--- src/rtl/tmr_fe_pkg.sv ---
package tmr_fe_pkg;
  typedef logic [2:0] fld3_t;

  // source mode codes
  localparam fld3_t SM_INTERNAL = 3'd0;
  localparam fld3_t SM_INT_A    = 3'd4;
  localparam fld3_t SM_INT_B    = 3'd5;
  localparam fld3_t SM_INT_C    = 3'd6;
  localparam fld3_t SM_EXTERNAL = 3'd7;

  // trigger select codes used in the external mode
  localparam fld3_t TS_CH0_BOTH = 3'd4;
  localparam fld3_t TS_CH0_RISE = 3'd5;
  localparam fld3_t TS_CH1_RISE = 3'd6;
endpackage

--- src/rtl/tmr_fe_edge.sv ---
module tmr_fe_edge #(
  parameter int W      = 2,
  parameter int STAGES = 2
) (
  input  logic         clk,
  input  logic         rst,
  input  logic [W-1:0] din,
  output logic [W-1:0] rise,
  output logic         fall_lo
);
  localparam int DEPTH = STAGES + 1;

  logic [W-1:0] sq [DEPTH];

  always_ff @(posedge clk) begin
    if (rst) begin
      for (int i = 0; i < DEPTH; i++) sq[i] <= '0;
    end else begin
      sq[0] <= din;
      for (int i = 1; i < DEPTH; i++) sq[i] <= sq[i-1];
    end
  end

  assign rise    = sq[STAGES-1] & ~sq[STAGES];
  assign fall_lo = ~sq[STAGES-1][0] & sq[STAGES][0];

  // a line cannot rise and fall in the same cycle
  assert_edge_excl_R4: assert property (@(posedge clk) disable iff (rst)
    !(rise[0] && fall_lo));
endmodule

--- src/rtl/tmr_fe_srcsel.sv ---
module tmr_fe_srcsel import tmr_fe_pkg::*; #(
  parameter int NTRIG = 4
) (
  input  fld3_t            sm,
  input  fld3_t            ts,
  input  logic [1:0]       ch_rise,
  input  logic             ch0_fall,
  input  logic [NTRIG-1:0] trig_rise,
  output logic             tick
);
  always_comb begin
    tick = 1'b0;
    case (sm)
      SM_INTERNAL, SM_INT_A, SM_INT_B, SM_INT_C: tick = 1'b1;
      SM_EXTERNAL: begin
        case (ts)
          TS_CH0_BOTH: tick = ch_rise[0] | ch0_fall;
          TS_CH0_RISE: tick = ch_rise[0];
          TS_CH1_RISE: tick = ch_rise[1];
          default: begin
            for (int i = 0; i < NTRIG; i++)
              if (ts == fld3_t'(i)) tick = trig_rise[i];
          end
        endcase
      end
      default: tick = 1'b0;
    endcase
  end
endmodule

--- src/rtl/tmr_fe_presc.sv ---
module tmr_fe_presc #(
  parameter int PSC_W = 16
) (
  input  logic             clk,
  input  logic             rst,
  input  logic             cen,
  input  logic             src_tick,
  input  logic             load_we,
  input  logic [PSC_W-1:0] load_val,
  input  logic             reload,
  output logic             tick
);
  logic [PSC_W-1:0] shadow_q, act_q, div_q;
  logic             at_end;

  assign at_end = (div_q == act_q);
  assign tick   = cen & src_tick & at_end;

  always_ff @(posedge clk) begin
    if (rst) begin
      shadow_q <= '0;
      act_q    <= '0;
      div_q    <= '0;
    end else begin
      if (load_we) shadow_q <= load_val;
      if (reload) begin
        act_q <= shadow_q;
        div_q <= '0;
      end else if (cen && src_tick) begin
        div_q <= at_end ? '0 : div_q + 1'b1;
      end
    end
  end

  // active ratio only moves on an update event
  assert_ratio_held_R6: assert property (@(posedge clk) disable iff (rst)
    !reload |=> $stable(act_q));
  // phase never passes the active ratio
  assert_phase_bound_R5: assert property (@(posedge clk) disable iff (rst)
    div_q <= act_q);
endmodule

--- src/rtl/tmr_clk_front.sv ---
module tmr_clk_front import tmr_fe_pkg::*; #(
  parameter int CNT_W       = 16,
  parameter int PSC_W       = 16,
  parameter int NTRIG       = 4,
  parameter int SYNC_STAGES = 2,
  parameter int ADDR_W      = 2,
  parameter int DATA_W      = 16
) (
  input  logic              clk,
  input  logic              rst,
  input  logic              wr_en,
  input  logic [ADDR_W-1:0] wr_addr,
  input  logic [DATA_W-1:0] wr_data,
  input  logic              ch0_i,
  input  logic              ch1_i,
  input  logic [NTRIG-1:0]  trig_i,
  output logic [CNT_W-1:0]  cnt_o,
  output logic              upd_o
);
  localparam logic [ADDR_W-1:0] ADR_CTRL = ADDR_W'(0);
  localparam logic [ADDR_W-1:0] ADR_MODE = ADDR_W'(1);
  localparam logic [ADDR_W-1:0] ADR_PSC  = ADDR_W'(2);

  logic             cen_q, ug_q;
  fld3_t            sm_q, ts_q;
  logic [1:0]       ch_rise;
  logic             ch0_fall;
  logic [NTRIG-1:0] trig_rise;
  logic             src_tick, psc_tick, ev;
  logic [CNT_W-1:0] cnt_q;

  // register port
  always_ff @(posedge clk) begin
    if (rst) begin
      cen_q <= 1'b0;
      ug_q  <= 1'b0;
      sm_q  <= SM_INTERNAL;
      ts_q  <= '0;
    end else begin
      ug_q <= 1'b0;
      if (wr_en && wr_addr == ADR_CTRL) begin
        cen_q <= wr_data[0];
        ug_q  <= wr_data[1];
      end
      if (wr_en && wr_addr == ADR_MODE) begin
        sm_q <= wr_data[2:0];
        ts_q <= wr_data[6:4];
      end
    end
  end

  tmr_fe_edge #(.W(2), .STAGES(SYNC_STAGES)) u_ch_edge (
    .clk(clk), .rst(rst), .din({ch1_i, ch0_i}),
    .rise(ch_rise), .fall_lo(ch0_fall));

  logic trig_fall_unused;
  tmr_fe_edge #(.W(NTRIG), .STAGES(SYNC_STAGES)) u_trig_edge (
    .clk(clk), .rst(rst), .din(trig_i),
    .rise(trig_rise), .fall_lo(trig_fall_unused));

  tmr_fe_srcsel #(.NTRIG(NTRIG)) u_sel (
    .sm(sm_q), .ts(ts_q), .ch_rise(ch_rise), .ch0_fall(ch0_fall),
    .trig_rise(trig_rise), .tick(src_tick));

  assign ev = ug_q | (psc_tick & (&cnt_q));

  tmr_fe_presc #(.PSC_W(PSC_W)) u_presc (
    .clk(clk), .rst(rst), .cen(cen_q), .src_tick(src_tick),
    .load_we(wr_en && wr_addr == ADR_PSC), .load_val(wr_data[PSC_W-1:0]),
    .reload(ev), .tick(psc_tick));

  // counter and update flag
  always_ff @(posedge clk) begin
    if (rst) begin
      cnt_q <= '0;
      upd_o <= 1'b0;
    end else begin
      upd_o <= ev;
      if (ev)            cnt_q <= '0;
      else if (psc_tick) cnt_q <= cnt_q + 1'b1;
    end
  end

  assign cnt_o = cnt_q;

  // an update event restarts the count and flags it
  assert_update_restart_R7: assert property (@(posedge clk) disable iff (rst)
    ev |=> (cnt_q == '0) && upd_o);
  // without a divided tick or event the count holds
  assert_count_hold_R1: assert property (@(posedge clk) disable iff (rst)
    (!ev && !psc_tick) |=> $stable(cnt_q));
  // a divided tick needs the enable
  assert_needs_enable_R1: assert property (@(posedge clk) disable iff (rst)
    (!cen_q && !ug_q) |=> $stable(cnt_q));
endmodule

--- config.mk ---
export PLATFORM = sky130hd
export DESIGN_NAME = tmr_clk_front
export DESIGN_NICKNAME = d
export VERILOG_FILES = /design/src/rtl/tmr_fe_pkg.sv /design/src/rtl/tmr_fe_edge.sv /design/src/rtl/tmr_fe_srcsel.sv /design/src/rtl/tmr_fe_presc.sv /design/src/rtl/tmr_clk_front.sv
export SDC_FILE = /design/constraint.sdc
export NUM_CORES = 1
export LEC_CHECK = 0
export BUFFER_PORTS_ARGS = -buffer_cell sky130_fd_sc_hd__buf_4
export CAP_MARGIN = 40
export CORE_ASPECT_RATIO = 0.8
export CORE_UTILIZATION = 62
export CTS_CLUSTER_DIAMETER = 120
export DETAILED_ROUTE_END_ITERATION = 10
export GPL_TIMING_DRIVEN = 0
export PLACE_DENSITY = 0.87
export SYNTH_ARGS = -nofsm -noshare
export SYNTH_HDL_FRONTEND = slang
export SYNTH_SLANG_ARGS = --single-unit
--- constraint.sdc ---
create_clock -name clk -period 4.4 [get_ports clk]
set_input_delay 1.1 -clock clk [delete_from_list [all_inputs] [get_ports clk]]
set_output_delay 1.1 -clock clk [all_outputs]
set_load 0.02 [all_outputs]
Yosys cells after proc, flatten, opt, wreduce, memory -nomap -nowiden
Memory sizes are Yosys's and may differ from the RTL's.
Index checks and enable logic that the tools add are counted.
W data, S select, Z words.

cells by class
  bitwise operators = 18
  $add $sub $neg = 2
  eq/ne operators = 13
  reduce and logical (&&, ||, !) cells = 11
  muxes and demuxes = 16

operators by type and width
  kind                     number
  $add A16 B1 Y16 const B  2
  $eq A3 B3 Y1 const B     7
  $eq A16 B16 Y1           1
  $mux W16                 1
  $reduce_and A16 Y1       1
  $mux W4                  3
  $or A1 B1 Y1             8
  $mux W1                  7
  $eq A3 B2 Y1 const B     2
  $logic_not A3 Y1         2
  $mux W2                  3
  $and A1 B1 Y1            4
  $and A4 B4 Y4            1
  $logic_and A1 B1 Y1      4
  $not A4 Y4               1
  $reduce_or A2 Y1         2
  $reduce_or A4 Y1         1
  $eq A3 B1 Y1 const B     1
  $pmux W1 S3              1
  $and A2 B2 Y2            1
  $eq A2 B1 Y1 const B     1
  $eq A2 B2 Y1 const B     1
  $logic_not A2 Y1         1
  $not A1 Y1               2
  other kinds (2)          2

storage, ports and cells
  output and inout bits = 17
  memory bits (writable) = 18
  memories = 2
  word-level logic and storage cells = 71
  flip-flop bits (word level) = 73

memories
  memory          words  width  read ports  clocked after memory_dff  write ports  RTL line           RTL
  u_trig_edge.sq  3      4      3           0                         3            tmr_fe_edge.sv:13  logic [W-1:0] sq [DEPTH];
  u_ch_edge.sq    3      2      3           0                         3            tmr_fe_edge.sv:13

Depth between registers and ports, before layout
  depth after elaboration = 13
  mapped depth = 10
  gate-level depth less buffers = 8

Modules after synthesis
Synthesis repeated with hierarchy kept, for this count alone.

second synthesis, totals
  cells, all modules = 379
  area total of the unflattened synthesis = 3848.7 µm²

modules (own cells, without submodules)
  module                      times used  cells each  area each (µm²)  sequential area each (µm²)
  tmr_fe_presc                1           210         2028.2           960.9
  tmr_clk_front               1           113         1163.6           500.5
  tmr_fe_edge at u_trig_edge  1           30          397.9            240.2
  tmr_fe_edge at u_ch_edge    1           15          176.4            120.1
  tmr_fe_srcsel               1           11          82.6             0.0

Worst setup path after synthesis
No wires, ideal clock.

  kind = register to register
  from = memory u_ch_edge.sq[2][0] (netlist: u_ch_edge.sq[0][4])
  to = register u_presc.act_q[10]
  path buffers = 2
  cell stages (with the launch flop) = 11
  clock period less this slack = 2.033 ns
  required time = 4.272 ns
  data arrival time = 1.906 ns
  setup time = 0.128 ns
  path slack = 2.367 ns
  path through = dfxtp_1 -> inv_1 -> ha_1 -> nand2b_1 -> a31oi_4 -> a221o_1 -> a31oi_1 -> buf_4 -> buf_6 -> mux2i_1 -> nor2_1

RTL lines
  element               RTL line            RTL
  start, declared       tmr_fe_edge.sv:13
  end signal, assigned  tmr_fe_presc.sv:27  act_q <= shadow_q;
  end, declared         tmr_fe_presc.sv:13  logic [PSC_W-1:0] shadow_q, act_q, div_q;

Final worst setup path
  from = register u_presc.div_q[9]
  to = register u_presc.div_q[8]

between the ends
  cells in the longest elaborated chain, start to end = 5

RTL lines
  element                     RTL line             RTL
  start, declared             tmr_fe_presc.sv:13
  start signal, assigned      tmr_fe_presc.sv:30   div_q <= at_end ? '0 : div_q + 1'b1;
  $eq A16 B16 Y1 (*)          tmr_fe_presc.sv:16   assign at_end = (div_q == act_q);
  $and A1 B1 Y1               tmr_fe_presc.sv:17   assign tick = cen & src_tick & at_end;
  $and A1 B1 Y1               tmr_clk_front.sv:65  assign ev = ug_q | (psc_tick & (&cnt_q));
  $or A1 B1 Y1                tmr_clk_front.sv:65
  $reduce_or A2 Y1 (no line)  --

Mark *: on every way between the ends. The rest lies on a longest branch, timed or not.
A chain may end at the register's enable or synchronous reset.

==> flow_metrics.py <==
metrics = {
    "yosys": {
        "synth_warnings": 0,
        "ys.flop_type": "dfxtp_1",
        "ys_ff_latch": 91,
        "synth_most_common_cell": "dfxtp_1",
        "synth.largest_area_cell": "dfxtp_1",
        "yosysTopAreaCellShare_pct": 46.6,
        "syn_area_per_cell_um2": 9.32,
        "synth-edff-count": 0,
        "ys_seq_area_share_pct": 46.6,
        "synthCells": 420,
        "synth_cell_types": 44,
        "netlist_area_um2": 3910,
        "ys_async_sr_fraction_pct": 0,
        "synth.top_cells.by_area": "dfxtp_1 47%, mux2i_1 6.1%, nor2_1 5.8%",
        "synth_common_cells": "91 x dfxtp_1, 60 x nor2_1, 39 x nand2_1",
        "synth.net_count": 450,
    },
    "run_status": {
        "outcome": "complete, no violations",
    },
    "timing": {
        "hold_viol_final": 0,
        "min_period_over_period_pct": 56.0,
        "drv_slew": 0,
        "tns_ps": 0,
        "slew_headroom_pct": 56.2,
        "finalClockSkew_ps": 10.2,
        "worstMarginPinSlew_ps": 647,
        "timing.fmax_ghz": 0.406,
        "setup_ws_ps": 1930,
        "setup_viol_count_final": 0,
        "period_minus_slack_ps": 2470,
        "rsz0062_at_grt": "false",
    },
    "final_layout": {
        "antenna_cells": 0,
        "multiInputGateArea_um2": 1940,
        "layout-drive-gt1-share_pct": 16.9,
        "fin_nets": 504,
        "syn2layout_area_growth_pct": 16.0,
        "postLayoutCoreUtil_pct": 75.6,
        "n_fill_cell": 432,
        "regArea_um2": 1820,
    },
    "die": {
        "coreArea_um2": 6010,
        "die_width_um": 90.8,
        "die_h_um": 73.1,
        "design.die.area_um2": 6630,
        "start_util_pct": 65.1,
        "rows": 25,
        "io_pins": 44,
    },
    "cts": {
        "clockRootBuffer": "clkbuf_8",
        "cts.repair.resized": 0,
        "post-cts-setup-buffers": 0,
        "cts_buffers": 9,
        "clockBufferDepth": 2,
        "cts_tree": "done",
        "worstSkewPairLatency_ps": 360,
        "clk_pin_slew_ps": 90,
        "cts_max_level": 3,
        "hold_buffers": 0,
        "cts_num_sinks": 91,
    },
    "critical_path": {
        "cp.required_ps": 4650,
        "crit_path_start": "u_presc.div_q[9]",
        "rr_worst_depth": 8,
        "critPathCaptureType": "flip-flop",
        "timing.rr.start": "u_presc.div_q[9]",
        "worstSetupPathType": "reg -> reg",
        "start_kind": "flip-flop",
        "slowest_stage": "nor4_1",
        "worstPathArrival_ps": 2720,
        "crit_path_end": "u_presc.div_q[8]",
        "worstPathMaxFanout": 10,
        "path_cells": "xor2_1 -> nor4_1 -> nand4_1 -> nor3_4 -> or2_1 -> buf_2 -> buf_6 -> nor2_1",
        "reg2reg_to": "u_presc.div_q[8]",
        "slowest_delay_ps": 490,
        "r2r_setup_slack_ps": 1930,
    },
    "placed_design": {
        "io_buffers": 43,
        "dp_slack_ps": 1990,
        "place_hpwl_mm": 6.35,
        "gp_congestion": 0.869,
    },
    "detailed_routing": {
        "routed_via_density": 5.63,
        "wl_per_cell_um": 15.4,
        "drt_iter0_drc": 230,
        "route.detailed.drc": 0,
        "drt-total-wl_mm": 8.62,
        "first_pass_iters": 4,
        "antenna_left": 0,
        "num_vias": 3153,
    },
    "grt": {
        "antenna_found_initial": 0,
        "grt_max_degree": 17,
        "grt_pass1_vias": 3114,
        "grtUsageTotal_pct": 28.0,
        "grt_pass1_wl_mm": 14.6,
        "grt_overflow": 0,
    },
    "power": {
        "p_per_area_nw_per_um2": 333,
        "power_w": 0.00151,
        "leakage_nw": 1.88,
        "vdd_drop_max_mv": 0.266,
    },
    "job": {
        "cap_violations": 0,
    },
    "hold_path": {
        "hp-class": "reg -> reg",
    },
}
## per-layer routing
layer	track usage (%)	vias up	part of all wire [%]
met1	35.4	1524	46
met3	6.25	8	4.4
met2	49.1	80	49
li1	-	1541	-
met4	7.58	0	0.93
met5	0	-	0
## critical path, delay by kind of cell (launching register included)
kind,cells,cell delay [ps]
XOR/XNOR,1,100
AND/OR/NAND/NOR,5,1490
buffers and inverters,2,340
flip-flops,1,450
## worst min-delay path by stage
stage | from | cells after the start | slack (ps) | end
after floorplan | u_ch_edge.sq[0][0] | 1 | 410 | u_ch_edge.sq[0][2]
after global placement | u_trig_edge.sq[0][1] | 1 | 420 | u_trig_edge.sq[0][5]
after detailed placement | u_trig_edge.sq[0][2] | 1 | 430 | u_trig_edge.sq[0][6]
after CTS | u_trig_edge.sq[0][6] | 2 | 440 | u_trig_edge.sq[0][10]
after global routing | u_trig_edge.sq[0][2] | 1 | 460 | u_trig_edge.sq[0][6]
final | u_trig_edge.sq[0][2] | 1 | 440 | u_trig_edge.sq[0][6]
## cells by family after synthesis
kind of cell | Yosys count | synth area share [%]
compound gates | 32 | 5.69
xor+xnor | 44 | 9.85
flops | 91 | 46.6
fa+ha+maj | 3 | 0.959
buf+inv | 29 | 3.84
mux | 24 | 6.14
simple gates | 197 | 27.0
## cells in the final DEF, fill, tap and decap left out, drive strengths merged, types with 8 or more instances in the layout
master / n
inv: 8
nand4: 15
nor2: 60
xor2: 20
nor2b: 17
nor3: 10
clkbuf: 23
nand3: 10
buf: 53
mux2i: 24
dfxtp: 91
nor4: 15
a21oi: 19
nand2: 39
xnor2: 24
## registers in the layout (all words and copies together), names as in the netlist
| register | count |
|---|---|
| ts_q | 3 |
| upd_o | 1 |
| cen_q | 1 |
| u_trig_edge.sq | 12 |
| u_presc.act_q | 16 |
| sm_q | 3 |
| ug_q | 1 |
| u_presc.shadow_q | 16 |
| u_ch_edge.sq | 6 |
| cnt_o | 16 |
| u_presc.div_q | 16 |
## cell type report
type                    instances  share of cell area [%]
repair buffers                 43                    7.11
clock inverters                 6                    1.63
flip-flops and latches         91                    40.1
multi-input cells             300                    42.8
inverters                       6                   0.496
plain buffers                  23                    2.81
clock buffers                  10                    2.81
well taps                      81                    2.23
## where the power goes
group | internal, W | leakage, nW | switching [W]
sequential | 0.000838 | 0.738 | 0.00000848
combinational | 0.0000405 | 1.05 | 0.0000514
clock | 0.000270 | 0.0950 | 0.000302
total | 0.00115 | 1.88 | 0.000362
## stage by stage
stage	cell area [um2]	hold WS, ps	cells
detailed placement	4340	426	544
CTS	4540	444	560
floorplan	3910	414	420
global route	4540	460	560
global placement	4340	421	544
finish	4540	441	560
Power figures use the tool's default switching activity.
